File: src/rtl/rxp_pkg.sv
package rxp_pkg;
  localparam int unsigned WORD_W  = 32;
  localparam int unsigned LEN_W   = 6;
  localparam int unsigned HALF_W  = WORD_W / 2;
  localparam int unsigned MIN_LEN = 3;
  localparam int unsigned I2S_MIN = 8;

  typedef struct packed {
    logic             dma;
    logic             pack;
    logic [LEN_W-1:0] len;
  } mode_t;

  // limit a requested length to the legal range for the framing in use
  function automatic logic [LEN_W-1:0] clamp_len(input logic [LEN_W-1:0] req,
                                                 input logic i2s);
    logic [LEN_W-1:0] l;
    l = req;
    if (l < LEN_W'(MIN_LEN)) l = LEN_W'(MIN_LEN);
    if (i2s && (l < LEN_W'(I2S_MIN))) l = LEN_W'(I2S_MIN);
    if (l > LEN_W'(WORD_W)) l = LEN_W'(WORD_W);
    return l;
  endfunction

  // ones in every bit position below len
  function automatic logic [WORD_W-1:0] len_mask(input logic [LEN_W-1:0] len);
    logic [WORD_W-1:0] m;
    for (int i = 0; i < int'(WORD_W); i++) m[i] = (i < int'(len));
    return m;
  endfunction

  function automatic logic fits_half(input logic [LEN_W-1:0] len);
    return len <= LEN_W'(HALF_W);
  endfunction
endpackage

File: src/rtl/rxp_cfg_decode.sv
module rxp_cfg_decode
  import rxp_pkg::*;
(
  input  logic             clk,
  input  logic             rst_n,
  input  logic             cfg_en,
  input  logic             cfg_dma_en,
  input  logic             cfg_pack,
  input  logic             cfg_i2s,
  input  logic [LEN_W-1:0] cfg_wlen,
  output logic [LEN_W-1:0] eff_len,
  output logic             pack_act,
  output logic             flush
);
  mode_t cur_mode, prev_q;

  always_comb begin
    eff_len       = clamp_len(cfg_wlen, cfg_i2s);
    pack_act      = cfg_pack && fits_half(eff_len);
    cur_mode.dma  = cfg_dma_en;
    cur_mode.pack = pack_act;
    cur_mode.len  = eff_len;
    flush         = !cfg_en || (cur_mode != prev_q);
  end

  always_ff @(posedge clk or negedge rst_n) begin
    if (!rst_n) prev_q <= '0;
    else        prev_q <= cur_mode;
  end
endmodule

File: src/rtl/rxp_pair_stage.sv
module rxp_pair_stage
  import rxp_pkg::*;
(
  input  logic              clk,
  input  logic              rst_n,
  input  logic              word_in,
  input  logic [WORD_W-1:0] word_data,
  input  logic [LEN_W-1:0]  eff_len,
  input  logic              pack_act,
  input  logic              flush,
  output logic              emit,
  output logic              emit_pair,
  output logic [WORD_W-1:0] emit_word,
  output logic              pending
);
  logic [HALF_W-1:0] low_q;
  logic [WORD_W-1:0] masked;
  logic              pend_live;
  logic              take_low;

  always_comb begin
    masked    = word_data & len_mask(eff_len);
    pend_live = pending && !flush;
    emit      = 1'b0;
    emit_pair = 1'b0;
    take_low  = 1'b0;
    emit_word = masked;
    if (word_in) begin
      if (pack_act) begin
        if (pend_live) begin
          emit      = 1'b1;
          emit_pair = 1'b1;
          emit_word = {masked[HALF_W-1:0], low_q};
        end else begin
          take_low  = 1'b1;
        end
      end else begin
        emit = 1'b1;
      end
    end
  end

  always_ff @(posedge clk or negedge rst_n) begin
    if (!rst_n) begin
      pending <= 1'b0;
      low_q   <= '0;
    end else if (take_low) begin
      pending <= 1'b1;
      low_q   <= masked[HALF_W-1:0];
    end else if (emit_pair || flush) begin
      pending <= 1'b0;
    end
  end
endmodule

File: src/rtl/rxp_out_slot.sv
module rxp_out_slot
  import rxp_pkg::*;
(
  input  logic              clk,
  input  logic              rst_n,
  input  logic              cfg_en,
  input  logic              cfg_dma_en,
  input  logic              emit,
  input  logic [WORD_W-1:0] emit_word,
  input  logic              out_ready,
  output logic              out_valid,
  output logic [WORD_W-1:0] out_data,
  output logic              irq,
  output logic              overflow,
  output logic              drop
);
  logic blocked;
  logic load;

  assign blocked = out_valid && !out_ready;
  assign drop    = emit && blocked;
  assign load    = emit && !blocked;

  always_ff @(posedge clk or negedge rst_n) begin
    if (!rst_n) begin
      out_valid <= 1'b0;
      out_data  <= '0;
      irq       <= 1'b0;
      overflow  <= 1'b0;
    end else begin
      if (load) begin
        out_valid <= 1'b1;
        out_data  <= emit_word;
      end else if (out_ready) begin
        out_valid <= 1'b0;
      end
      irq <= load && !cfg_dma_en;
      if (!cfg_en)   overflow <= 1'b0;
      else if (drop) overflow <= 1'b1;
    end
  end
endmodule

File: src/rtl/rx_word_packer.sv
module rx_word_packer
  import rxp_pkg::*;
#(
  parameter int unsigned DATA_W = WORD_W,
  parameter int unsigned WLEN_W = LEN_W
) (
  input  logic              clk,
  input  logic              rst_n,
  input  logic              cfg_en,
  input  logic              cfg_dma_en,
  input  logic              cfg_pack,
  input  logic              cfg_i2s,
  input  logic              cfg_chain,
  input  logic [WLEN_W-1:0] cfg_wlen,
  input  logic              rx_valid,
  input  logic [DATA_W-1:0] rx_data,
  output logic              out_valid,
  input  logic              out_ready,
  output logic [DATA_W-1:0] out_data,
  output logic              dma_req,
  output logic              irq,
  output logic              overflow,
  output logic              chain_en
);
  logic [LEN_W-1:0]  eff_len;
  logic              pack_act;
  logic              flush;
  logic              word_in;
  logic              emit;
  logic              emit_pair;
  logic [WORD_W-1:0] emit_word;
  logic              pending;
  logic              drop;

  assign word_in = rx_valid && cfg_en;

  rxp_cfg_decode u_cfg (
    .clk(clk), .rst_n(rst_n), .cfg_en(cfg_en), .cfg_dma_en(cfg_dma_en),
    .cfg_pack(cfg_pack), .cfg_i2s(cfg_i2s), .cfg_wlen(cfg_wlen),
    .eff_len(eff_len), .pack_act(pack_act), .flush(flush)
  );

  rxp_pair_stage u_pair (
    .clk(clk), .rst_n(rst_n), .word_in(word_in), .word_data(rx_data),
    .eff_len(eff_len), .pack_act(pack_act), .flush(flush),
    .emit(emit), .emit_pair(emit_pair), .emit_word(emit_word),
    .pending(pending)
  );

  rxp_out_slot u_out (
    .clk(clk), .rst_n(rst_n), .cfg_en(cfg_en), .cfg_dma_en(cfg_dma_en),
    .emit(emit), .emit_word(emit_word), .out_ready(out_ready),
    .out_valid(out_valid), .out_data(out_data), .irq(irq),
    .overflow(overflow), .drop(drop)
  );

  assign dma_req = out_valid && cfg_dma_en;

  always_ff @(posedge clk or negedge rst_n) begin
    if (!rst_n)       chain_en <= 1'b0;
    else if (!cfg_en) chain_en <= cfg_chain;
  end
endmodule

File: config.mk
export PLATFORM = sky130hd
export DESIGN_NAME = rx_word_packer
export DESIGN_NICKNAME = d
export VERILOG_FILES = /design/src/rtl/rxp_pkg.sv /design/src/rtl/rxp_cfg_decode.sv /design/src/rtl/rxp_pair_stage.sv /design/src/rtl/rxp_out_slot.sv /design/src/rtl/rx_word_packer.sv
export SDC_FILE = /design/constraint.sdc
export NUM_CORES = 1
export LEC_CHECK = 0
export ABC_AREA = 1
export BUFFER_PORTS_ARGS = -buffer_cell sky130_fd_sc_hd__buf_2
export CELL_PAD_IN_SITES_DETAIL_PLACEMENT = 0
export CELL_PAD_IN_SITES_GLOBAL_PLACEMENT = 1
export CORE_ASPECT_RATIO = 0.7
export CORE_UTILIZATION = 34
export DETAILED_ROUTE_END_ITERATION = 10
export PLACE_DENSITY = 0.84
export SLEW_MARGIN = 30
export SYNTH_ARGS = -nofsm -noshare
export SYNTH_HDL_FRONTEND = slang
export SYNTH_SLANG_ARGS = --single-unit
File: constraint.sdc
create_clock -name clk -period 1.6 [get_ports clk]
set_input_delay 0 -clock clk [delete_from_list [all_inputs] [get_ports clk]]
set_output_delay 0 -clock clk [all_outputs]
set_load 0.005 [all_outputs]
==> report_table.html, run 1 <==
<table>
<tr><th>Metric</th><th>Value</th></tr>
<tr><th colspan="2">Outcome</th></tr>
<tr><td>Status</td><td>finished, violations left</td></tr>
<tr><td>Failing checks</td><td>hold timing, setup timing</td></tr>
<tr><th colspan="2">Drt</th></tr>
<tr><td>Routed met2 length</td><td>4.35 mm</td></tr>
<tr><td>Total vias in the final route</td><td>3420</td></tr>
<tr><td>Final wirelength</td><td>10.3 mm</td></tr>
<tr><td>Highest signal layer in the routed design</td><td>met4</td></tr>
<tr><td>Ratio of routed vias to standard cells</td><td>4.67</td></tr>
<tr><td>Remaining antenna violation count after routing</td><td>0</td></tr>
<tr><td>Post-detailed-route DRC marker count</td><td>0</td></tr>
<tr><td>Routed length on met1</td><td>5.18 mm</td></tr>
<tr><td>Iter 0 DRT Violations</td><td>274</td></tr>
<tr><td>Average wire per standard cell</td><td>14.1 um</td></tr>
<tr><td>Length of routed met3 wiring</td><td>695 um</td></tr>
<tr><td>Count of TritonRoute iterations in the first routing pass</td><td>5</td></tr>
<tr><th colspan="2">CTS</th></tr>
<tr><td>Sinks on the clock net</td><td>61</td></tr>
<tr><td>Maximum level of the CTS H-tree</td><td>3</td></tr>
<tr><td>Clock latency of the later-clocked register in the worst-skew pair</td><td>0.34 ns</td></tr>
<tr><td>CTS clock-pin slew for the worst setup and hold paths</td><td>0.05 ns</td></tr>
<tr><td>Clock tree buffer depth</td><td>2</td></tr>
<tr><td>TritonCTS clock tree</td><td>built</td></tr>
<tr><td>Root Buffer</td><td>clkbuf_16</td></tr>
<tr><td>Inserted Clock Buffers</td><td>9</td></tr>
<tr><th colspan="2">Placed design</th></tr>
<tr><td>Number of placed instances with taps included</td><td>701</td></tr>
<tr><td>Sum of net half-perimeters after detailed placement</td><td>7.08 mm</td></tr>
<tr><td>Count of port buffers added during placement</td><td>83</td></tr>
<tr><td>Area after DPL</td><td>0.00422 mm^2</td></tr>
<tr><td>RD Place Congestion</td><td>0.926</td></tr>
<tr><th colspan="2">Worst setup path</th></tr>
<tr><td>Worst reg2reg path startpoint</td><td>u_cfg.prev_q[7]$_DFF_PN0_</td></tr>
<tr><td>Critical Path, Cell by Cell</td><td>a21oi_2, nand3_1, nor2_1, nand2_1, nor2_4, nand3_4, nor2_8, nand2_4, nand2_4, nand2_8, nor2_8, nand2_1, nand2_1</td></tr>
<tr><td>Crit path max fanout</td><td>8</td></tr>
<tr><td>Critical Path End Type</td><td>flip-flop</td></tr>
<tr><td>Maximum cell stage delay along the critical path</td><td>0.39 ns</td></tr>
<tr><td>Critical Path Most Common Cell</td><td>nand2_1</td></tr>
<tr><td>Library cell contributing the largest single delay on the critical path</td><td>dfrtp_1</td></tr>
<tr><td>Worst Path Arrival</td><td>2.15 ns</td></tr>
<tr><td>Setup CP Type</td><td>reg -&gt; reg</td></tr>
<tr><td>CP endpoint</td><td>u_out.out_data[13]$_DFFE_PN0P_</td></tr>
<tr><td>Worst path required time</td><td>1.87 ns</td></tr>
<tr><td>Setup slack of the worst register-to-register path</td><td>-0.28 ns</td></tr>
<tr><td>Type of element launching the critical path</td><td>flip-flop</td></tr>
<tr><td>Depth of the most critical reg-to-reg path</td><td>13</td></tr>
<tr><td>Worst flop-to-flop path endpoint</td><td>u_out.out_data[13]$_DFFE_PN0P_</td></tr>
<tr><td>Worst setup path startpoint</td><td>u_cfg.prev_q[7]$_DFF_PN0_</td></tr>
<tr><th colspan="2">Yosys</th></tr>
<tr><td>Share of synthesized area occupied by flip-flops and latches</td><td>45.1%</td></tr>
<tr><td>Syn Std Cell Area</td><td>0.00338 mm^2</td></tr>
<tr><td>Syn. warnings</td><td>0</td></tr>
<tr><td>Synthesis-stage register bit count</td><td>61</td></tr>
<tr><td>Syn_nets</td><td>511</td></tr>
<tr><td>Gate count of the mapped netlist</td><td>464</td></tr>
<tr><td>Mean instance size in the synthesized netlist</td><td>7.29 um^2</td></tr>
<tr><td>Unique masters post-synth</td><td>28</td></tr>
<tr><th colspan="2">Finish</th></tr>
<tr><td>Share of layout cells above drive strength 1</td><td>31.0%</td></tr>
<tr><td>Finished layout cell area</td><td>0.00474 mm^2</td></tr>
<tr><td>Synth-to-layout area growth</td><td>40.2%</td></tr>
<tr><td>Leading cell type in the layout, fill and taps excluded</td><td>nand2_1</td></tr>
<tr><td>N_diodes</td><td>0</td></tr>
<tr><td>Nets</td><td>646</td></tr>
<tr><td>Count of placed standard cells in the final layout, fillers left out</td><td>732</td></tr>
<tr><td>Most frequent cells in the layout</td><td>184 x nand2_1, 83 x buf_2, 66 x inv_1</td></tr>
<tr><th colspan="2">STA</th></tr>
<tr><td>Achievable Freq</td><td>0.532 GHz</td></tr>
<tr><td>Time the final worst path needs with I/O delays and setup</td><td>1.88 ns</td></tr>
<tr><td>Hold violation total from the final report</td><td>1</td></tr>
<tr><td>Worst hold slack</td><td>-0.00127 ns</td></tr>
<tr><td>Worst-case headroom to the max-slew limit</td><td>73.0%</td></tr>
<tr><td>Final Skew</td><td>0.00600 ns</td></tr>
<tr><td>Sum of negative setup slack</td><td>-12.14 ns</td></tr>
<tr><td>Post-route clock period utilization</td><td>117%</td></tr>
<tr><td>Max-slew violation total from the final report</td><td>0</td></tr>
<tr><td>Setup Viol. Count Final</td><td>52</td></tr>
<tr><td>Unrepaired setup endpoints after global routing</td><td>true</td></tr>
<tr><td>Slew at the pin with the worst max-slew slack</td><td>0.401 ns</td></tr>
<tr><td>Crit path setup slack, layout</td><td>-0.280 ns</td></tr>
<tr><th colspan="2">Global route</th></tr>
<tr><td>Total track usage</td><td>21.2%</td></tr>
<tr><td>Maximum number of pins on one net before global-route repair</td><td>62</td></tr>
<tr><td>Antenna violations before repair</td><td>0</td></tr>
<tr><td>Vias in the first global route</td><td>3242</td></tr>
<tr><td>Total gr overflow</td><td>0</td></tr>
<tr><td>First-pass GRT wire length</td><td>16.3 mm</td></tr>
<tr><th colspan="2">Hold path</th></tr>
<tr><td>Hold Crit Class</td><td>in -&gt; reg</td></tr>
<tr><th colspan="2">Floorplanning</th></tr>
<tr><td>Die Outline Area</td><td>0.0104 mm^2</td></tr>
<tr><td>Core area</td><td>0.00968 mm^2</td></tr>
<tr><td>Die Wd</td><td>121 um</td></tr>
<tr><td>Count of pins on the block boundary</td><td>84</td></tr>
<tr><td>Site Rows</td><td>30</td></tr>
<tr><td>Initial Util</td><td>34.9%</td></tr>
<tr><td>Die Y</td><td>85.5 um</td></tr>
<tr><th colspan="2">Run</th></tr>
<tr><td>Max capacitance violation total</td><td>0</td></tr>
<tr><th colspan="2">Power and ir drop</th></tr>
<tr><td>Total leakage power</td><td>2.70 nW</td></tr>
<tr><td>Peak ir drop on the vdd network</td><td>513 uV</td></tr>
<tr><td>Power per cell area</td><td>1020 mW/mm^2</td></tr>
</table>
critical path: cells and delay by family (launching register included):
family / cells / cell delay [ns]
AOI/OAI and AO/OA: 1 / 0.15
DFF: 1 / 0.39
and+or+nand+nor: 12 / 1.27
stage by stage:
step / util (%) / total power, mW / setup slack, ns
3_3_place_gp: 43.5 / 2.85 / -0.436
3_5_place_dp: 43.5 / 2.87 / -0.470
6_report: 49.0 / 4.83 / -0.280
2_1_floorplan: - / 2.42 / -0.113
5_1_grt: 49.0 / 5.13 / -0.410
4_1_cts: 48.5 / 4.87 / -0.260
registers in the layout (all words and copies together) (netlist names):
name             count
u_out.out_data      32
u_pair.low_q        16
u_cfg.prev_q         8
chain_en             1
u_out.irq            1
u_out.out_valid      1
u_out.overflow       1
u_pair.pending       1
routing by layer:
metal	global-route usage, %	up-vias
met3	6.99	10
met1	29.8	1583
met2	31.4	120
met4	4.83	0
li1	-	1707
met5	0	-
synthesized netlist by cell type (all sizes together):
master | count | area (um^2)
nor3 | 3 | 15.0
nor2 | 19 | 116
clkbuf | 4 | 16.3
or2 | 3 | 18.8
o211ai | 6 | 45.0
inv | 69 | 259
buf | 13 | 111
dfrtp | 61 | 1530
o21ai | 48 | 240
mux2 | 1 | 11.3
nand3 | 29 | 183
nand4 | 7 | 50.1
nand2 | 197 | 759
a21oi | 4 | 31.3
layout make-up:
type	count	area [um^2]
Clock buffer	13	280
Sequential cell	61	1530
Inverter	69	259
Fill cell	969	4940
Tap cell	128	160
Timing Repair Buffer	139	940
Clock inverter	3	17.5
Multi-Input combinational cell	319	1560
worst min path at each step:
stage / to / slack, ns / cells after the start / from
after global placement: u_out.irq$_DFF_PN0_ / 0.03 / 2 / rst_n
after CTS: u_out.out_data[30]$_DFFE_PN0P_ / 0.003 / 5 / rx_data[30]
after detailed placement: u_out.irq$_DFF_PN0_ / 0.04 / 2 / rst_n
final: u_out.out_data[16]$_DFFE_PN0P_ / -0.001 / 5 / rx_data[16]
after global routing: u_pair.low_q[13]$_DFFE_PN0P_ / 0.02 / 3 / rx_data[13]
after floorplan: chain_en$_DFFE_PN0N_ / -0.30 / 0 / rst_n
cell families (layout without fill, tap and decap cells):
kind of cell | count (synthesis) | after routing | share of synthesized area (%)
DFF | 61 | 61 | 45.1
muxes | 1 | 1 | 0.333
AOI/OAI and AO/OA | 58 | 58 | 9.36
buffers and inverters | 86 | 224 | 11.4
and+or+nand+nor | 258 | 260 | 33.8
report_power, final:
| part | total [mW] | switching (mW) | internal [mW] | leakage (nW) |
|---|---|---|---|---|
| Combinational | 0.982 | 0.540 | 0.443 | 1.77 |
| Clock | 1.92 | 0.704 | 1.21 | 0.148 |
| Sequential | 1.93 | 0.138 | 1.80 | 0.782 |
| Total | 4.83 | 1.38 | 3.45 | 2.70 |
repair_timing:
item                       CTS  global route
pin swaps                    4            11
resized for setup           16            10
hold endpoints to repair    70             0
hold buffers                 8             0
cloned                       2             1
setup buffers                4             0
setup endpoints to repair   51            52
Power figures use the tool's default switching activity.
==> run 2, diff against run 1 <==
--- a/config.mk
+++ b/config.mk
@@ -10,9 +10,9 @@
 export CELL_PAD_IN_SITES_DETAIL_PLACEMENT = 0
 export CELL_PAD_IN_SITES_GLOBAL_PLACEMENT = 1
 export CORE_ASPECT_RATIO = 0.7
-export CORE_UTILIZATION = 34
+export CORE_UTILIZATION = 41
 export DETAILED_ROUTE_END_ITERATION = 10
-export PLACE_DENSITY = 0.84
+export PLACE_DENSITY = 0.93
 export SLEW_MARGIN = 30
 export SYNTH_ARGS = -nofsm -noshare
 export SYNTH_HDL_FRONTEND = slang
==> constraint.sdc (replaced) <==
create_clock -name clk -period 2.3 [get_ports clk]
set_input_delay 0 -clock clk [delete_from_list [all_inputs] [get_ports clk]]
set_output_delay 0 -clock clk [all_outputs]
set_load 0.005 [all_outputs]
==> run 2 against run 1 <==
Effect of this change:
- sequential power shrank 31%
- the flow now finishes without violations
- clock-buffer cell count down 1
- largest cell class is now registers
- final cell count fell by 8.7%
==> report_table.html, run 2 (synthesized netlist as in run 1, its figures left out) <==
<table>
<tr><th>Metric</th><th>Value</th></tr>
<tr><th colspan="2">Outcome</th></tr>
<tr><td>Status</td><td>completed (was finished, violations left)</td></tr>
<tr><th colspan="2">STA</th></tr>
<tr><td>Sum of negative setup slack</td><td>0 ns (was -12.14 ns)</td></tr>
<tr><td>Max-slew violation total from the final report</td><td>0 (unchanged)</td></tr>
<tr><td>Post-route clock period utilization</td><td>91.0%</td></tr>
<tr><td>Unrepaired setup endpoints after global routing</td><td>false (was true)</td></tr>
<tr><td>Setup Viol. Count Final</td><td>0 (was 52)</td></tr>
<tr><td>Time the final worst path needs with I/O delays and setup</td><td>2.09 ns</td></tr>
<tr><td>Final Skew</td><td>0.00578 ns (was 0.00600 ns)</td></tr>
<tr><td>Slew at the pin with the worst max-slew slack</td><td>0.633 ns (was 0.401 ns)</td></tr>
<tr><td>Worst-case headroom to the max-slew limit</td><td>57.8% (was 73.0%)</td></tr>
<tr><td>Achievable Freq</td><td>0.478 GHz</td></tr>
<tr><td>Hold violation total from the final report</td><td>0 (was 1)</td></tr>
<tr><th colspan="2">CTS</th></tr>
<tr><td>TritonCTS clock tree</td><td>built (unchanged)</td></tr>
<tr><td>Root Buffer</td><td>clkbuf_16 (unchanged)</td></tr>
<tr><td>Clock tree buffer depth</td><td>2 (unchanged)</td></tr>
<tr><td>CTS-repair resized insts</td><td>0 (was 16)</td></tr>
<tr><td>Inserted Clock Buffers</td><td>9 (unchanged)</td></tr>
<tr><td>Sinks on the clock net</td><td>61 (unchanged)</td></tr>
<tr><td>Clock latency of the later-clocked register in the worst-skew pair</td><td>0.33 ns (was 0.34 ns)</td></tr>
<tr><td>Maximum level of the CTS H-tree</td><td>3 (unchanged)</td></tr>
<tr><td>CTS clock-pin slew for the worst setup and hold paths</td><td>0.05 ns (about the same)</td></tr>
<tr><th colspan="2">Power and ir drop</th></tr>
<tr><td>Internal power</td><td>2.37 mW (was 3.45 mW)</td></tr>
<tr><td>Total power consumption of the routed design</td><td>3.25 mW (was 4.83 mW)</td></tr>
<tr><td>Part of the total power dissipated in sequential elements</td><td>41.3% (was 40.0%)</td></tr>
<tr><td>Combinational fraction of design power</td><td>18.8% (was 20.3%)</td></tr>
<tr><td>Reported net switching power</td><td>0.886 mW (was 1.38 mW)</td></tr>
<tr><td>Clock network power share</td><td>40.0% (was 39.6%)</td></tr>
<tr><td>Total leakage power</td><td>2.49 nW (was 2.70 nW)</td></tr>
<tr><td>Power per cell area</td><td>754 mW/mm^2 (was 1020 mW/mm^2)</td></tr>
<tr><td>Net switching share of the total power</td><td>27.2% (was 28.6%)</td></tr>
<tr><td>Peak ir drop on the vdd network</td><td>448 uV (was 513 uV)</td></tr>
<tr><th colspan="2">Worst setup path</th></tr>
<tr><td>Maximum cell stage delay along the critical path</td><td>0.52 ns (was 0.39 ns)</td></tr>
<tr><td>Setup slack of the worst register-to-register path</td><td>0.22 ns (was -0.28 ns)</td></tr>
<tr><td>Depth of the most critical reg-to-reg path</td><td>14 (was 13)</td></tr>
<tr><td>Type of element launching the critical path</td><td>input port (was flip-flop)</td></tr>
<tr><td>Critical Path, Cell by Cell</td><td>dlygate4sd3_1, buf_2, nand2_1, a21oi_1, nand3_1, nor2_1, nand2_1, nor2_4, nand3_4, nor2_8, nand2_4, nand2_2, nand2_4, nor2_8, buf_12, nand2_1, nand2_1 (was a21oi_2, nand3_1, nor2_1, nand2_1, nor2_4, nand3_4, nor2_8, nand2_4, nand2_4, nand2_8, nor2_8, nand2_1, nand2_1)</td></tr>
<tr><td>Worst Path Arrival</td><td>2.36 ns (was 2.15 ns)</td></tr>
<tr><td>Critical Path Most Common Cell</td><td>nand2_1 (unchanged)</td></tr>
<tr><td>Worst flop-to-flop path endpoint</td><td>u_out.out_data[15]$_DFFE_PN0P_ (was u_out.out_data[13]$_DFFE_PN0P_)</td></tr>
<tr><td>Worst path required time</td><td>2.57 ns (was 1.87 ns)</td></tr>
<tr><td>Library cell contributing the largest single delay on the critical path</td><td>dlygate4sd3_1 (was dfrtp_1)</td></tr>
<tr><td>Setup CP Type</td><td>in -&gt; reg (was reg -&gt; reg)</td></tr>
<tr><td>Critical Path End Type</td><td>flip-flop (unchanged)</td></tr>
<tr><td>Worst reg2reg path startpoint</td><td>u_cfg.prev_q[7]$_DFF_PN0_ (unchanged)</td></tr>
<tr><td>Crit path max fanout</td><td>18 (was 8)</td></tr>
<tr><th colspan="2">Drt</th></tr>
<tr><td>Final wirelength</td><td>9.23 mm (was 10.3 mm)</td></tr>
<tr><td>Iter 0 DRT Violations</td><td>254 (was 274)</td></tr>
<tr><td>Post-detailed-route DRC marker count</td><td>0 (unchanged)</td></tr>
<tr><td>Count of TritonRoute iterations in the first routing pass</td><td>5 (unchanged)</td></tr>
<tr><td>Ratio of routed vias to standard cells</td><td>4.93 (was 4.67)</td></tr>
<tr><td>Average wire per standard cell</td><td>13.8 um (was 14.1 um)</td></tr>
<tr><td>Remaining antenna violation count after routing</td><td>0 (unchanged)</td></tr>
<tr><td>Total vias in the final route</td><td>3290 (was 3420)</td></tr>
<tr><th colspan="2">Run</th></tr>
<tr><td>Max capacitance violation total</td><td>0 (unchanged)</td></tr>
<tr><th colspan="2">Finish</th></tr>
<tr><td>Largest reg by FF count</td><td>u_out.out_data (unchanged)</td></tr>
<tr><td>Nets</td><td>611 (was 646)</td></tr>
<tr><td>Largest register FFs</td><td>32 (unchanged)</td></tr>
<tr><td>Share of layout cells above drive strength 1</td><td>23.5% (was 31.0%)</td></tr>
<tr><td>Finished layout cell area</td><td>0.00431 mm^2 (was 0.00474 mm^2)</td></tr>
<tr><td>Registers with the most flip-flops</td><td>u_out.out_data (32), u_pair.low_q (16), u_cfg.prev_q (8) (unchanged)</td></tr>
<tr><td>Number of filler cells placed in the layout</td><td>793 (was 969)</td></tr>
<tr><td>N_diodes</td><td>0 (unchanged)</td></tr>
<tr><td>Leading cell type in the layout, fill and taps excluded</td><td>nand2_1 (unchanged)</td></tr>
<tr><td>Synth-to-layout area growth</td><td>27.4% (was 40.2%)</td></tr>
<tr><td>Most frequent cells in the layout</td><td>193 x nand2_1, 83 x buf_2, 66 x inv_1 (was 184 x nand2_1, 83 x buf_2, 66 x inv_1)</td></tr>
<tr><th colspan="2">Placed design</th></tr>
<tr><td>Area after DPL</td><td>0.00391 mm^2 (was 0.00422 mm^2)</td></tr>
<tr><td>Count of port buffers added during placement</td><td>83 (unchanged)</td></tr>
<tr><td>RD Place Congestion</td><td>0.962 (was 0.926)</td></tr>
<tr><td>Sum of net half-perimeters after detailed placement</td><td>7.08 mm (about the same)</td></tr>
<tr><th colspan="2">Floorplanning</th></tr>
<tr><td>Initial Util</td><td>42.6% (was 34.9%)</td></tr>
<tr><td>Core area</td><td>0.00794 mm^2 (was 0.00968 mm^2)</td></tr>
<tr><td>Die Outline Area</td><td>0.00862 mm^2 (was 0.0104 mm^2)</td></tr>
<tr><td>Die Wd</td><td>111 um (was 121 um)</td></tr>
<tr><td>Die Y</td><td>78 um (was 85.5 um)</td></tr>
<tr><td>Count of pins on the block boundary</td><td>84 (unchanged)</td></tr>
<tr><td>Site Rows</td><td>27 (was 30)</td></tr>
<tr><th colspan="2">Hold path</th></tr>
<tr><td>Hold Crit Class</td><td>in -&gt; reg (unchanged)</td></tr>
<tr><td>End point of the most critical hold path</td><td>u_pair.low_q[7]$_DFFE_PN0P_ (was u_out.out_data[16]$_DFFE_PN0P_)</td></tr>
<tr><td>Cell count of the worst hold path</td><td>3 (was 5)</td></tr>
<tr><td>Min-delay src</td><td>rx_data[7] (was rx_data[16])</td></tr>
<tr><th colspan="2">Global route</th></tr>
<tr><td>Total gr overflow</td><td>0 (unchanged)</td></tr>
<tr><td>Antenna violations before repair</td><td>0 (unchanged)</td></tr>
<tr><td>Vias in the first global route</td><td>3078 (was 3242)</td></tr>
<tr><td>Maximum number of pins on one net before global-route repair</td><td>38 (was 62)</td></tr>
<tr><td>First-pass GRT wire length</td><td>15.3 mm (was 16.3 mm)</td></tr>
<tr><td>Total track usage</td><td>23.1% (was 21.2%)</td></tr>
</table>
## run 2: cell count changes in the layout (fill, tap and decap cells not counted), sizes merged
cell | before | now
nor2 | 21 | 19
buf | 130 | 97
clkinvlp | 1 | 0
dlygate4sd3 | 8 | 9
clkinv | 2 | 1
bufinv | 0 | 1
clkbuf | 14 | 12
## run 2: how the worst max path moves through the flow
stage                                         start                              to  depth (start not counted)
after floorplan           u_cfg.prev_q[7]$_DFF_PN0_  u_out.out_data[10]$_DFFE_PN0P_                         14
final                                        cfg_en  u_out.out_data[15]$_DFFE_PN0P_                         17
after global routing                         cfg_en   u_out.out_data[1]$_DFFE_PN0P_                         17
after CTS                                    cfg_en  u_out.out_data[16]$_DFFE_PN0P_                         17
after detailed placement                cfg_wlen[4]  u_out.out_data[17]$_DFFE_PN0P_                         15
after global placement                  cfg_wlen[4]  u_out.out_data[17]$_DFFE_PN0P_                         15
## run 2: repair_timing
action                                  CTS  global route
endpoints found under the hold margin    35             0
hold buffers                              9             0
endpoints found under the setup margin    0             5
buffers inserted                          0             3
## run 2: layout make-up
cell class                 instances  area [um^2]  share of cell area [%]
clock buffer                      12          246                    5.72
inverter                          69          259                    6.01
clock inverter                     2         35.0                   0.813
multi-input combinational        317         1470                    34.1
timing repair buffer             106          648                    15.0
tap                              101          126                    2.93
sequential                        61         1530                    35.4
## run 2: worst max-delay path: cells and delay by family
family	cells	cell delay, ns
buf+inv	3	0.84
simple gates	13	1.36
compound gates	1	0.14
## run 2: per-layer routing
layer,vias to the layer above,global-route usage (%),share of wire [%]
met3,12,6.80,9.1
li1,1640,-,-
met4,0,8.13,1.4
met1,1510,33.1,49
met2,128,32.9,41
met5,-,0,0
## run 2: through the flow
step | utilization, % | worst slack [ns] | std cells | hold WS, ns
2_1_floorplan | - | 0.557 | 464 | -0.296
3_3_place_gp | 49.2 | 0.173 | 642 | 0.0463
3_5_place_dp | 49.2 | 0.144 | 642 | 0.0582
4_1_cts | 53.9 | 0.210 | 665 | 0.00297
5_1_grt | 54.3 | 0.0240 | 668 | 0.0241
6_report | 54.3 | 0.208 | 668 | 0.00979
## run 2: power by group through the flow
stage / logic (mW) / registers [mW] / clock network [mW]
floorplan: 0.322 / 1.36 / 0
global placement: 0.581 / 1.35 / 0
detailed placement: 0.591 / 1.36 / 0
CTS: 0.606 / 1.34 / 1.32
global route: 0.703 / 1.37 / 1.37
finish: 0.610 / 1.34 / 1.30
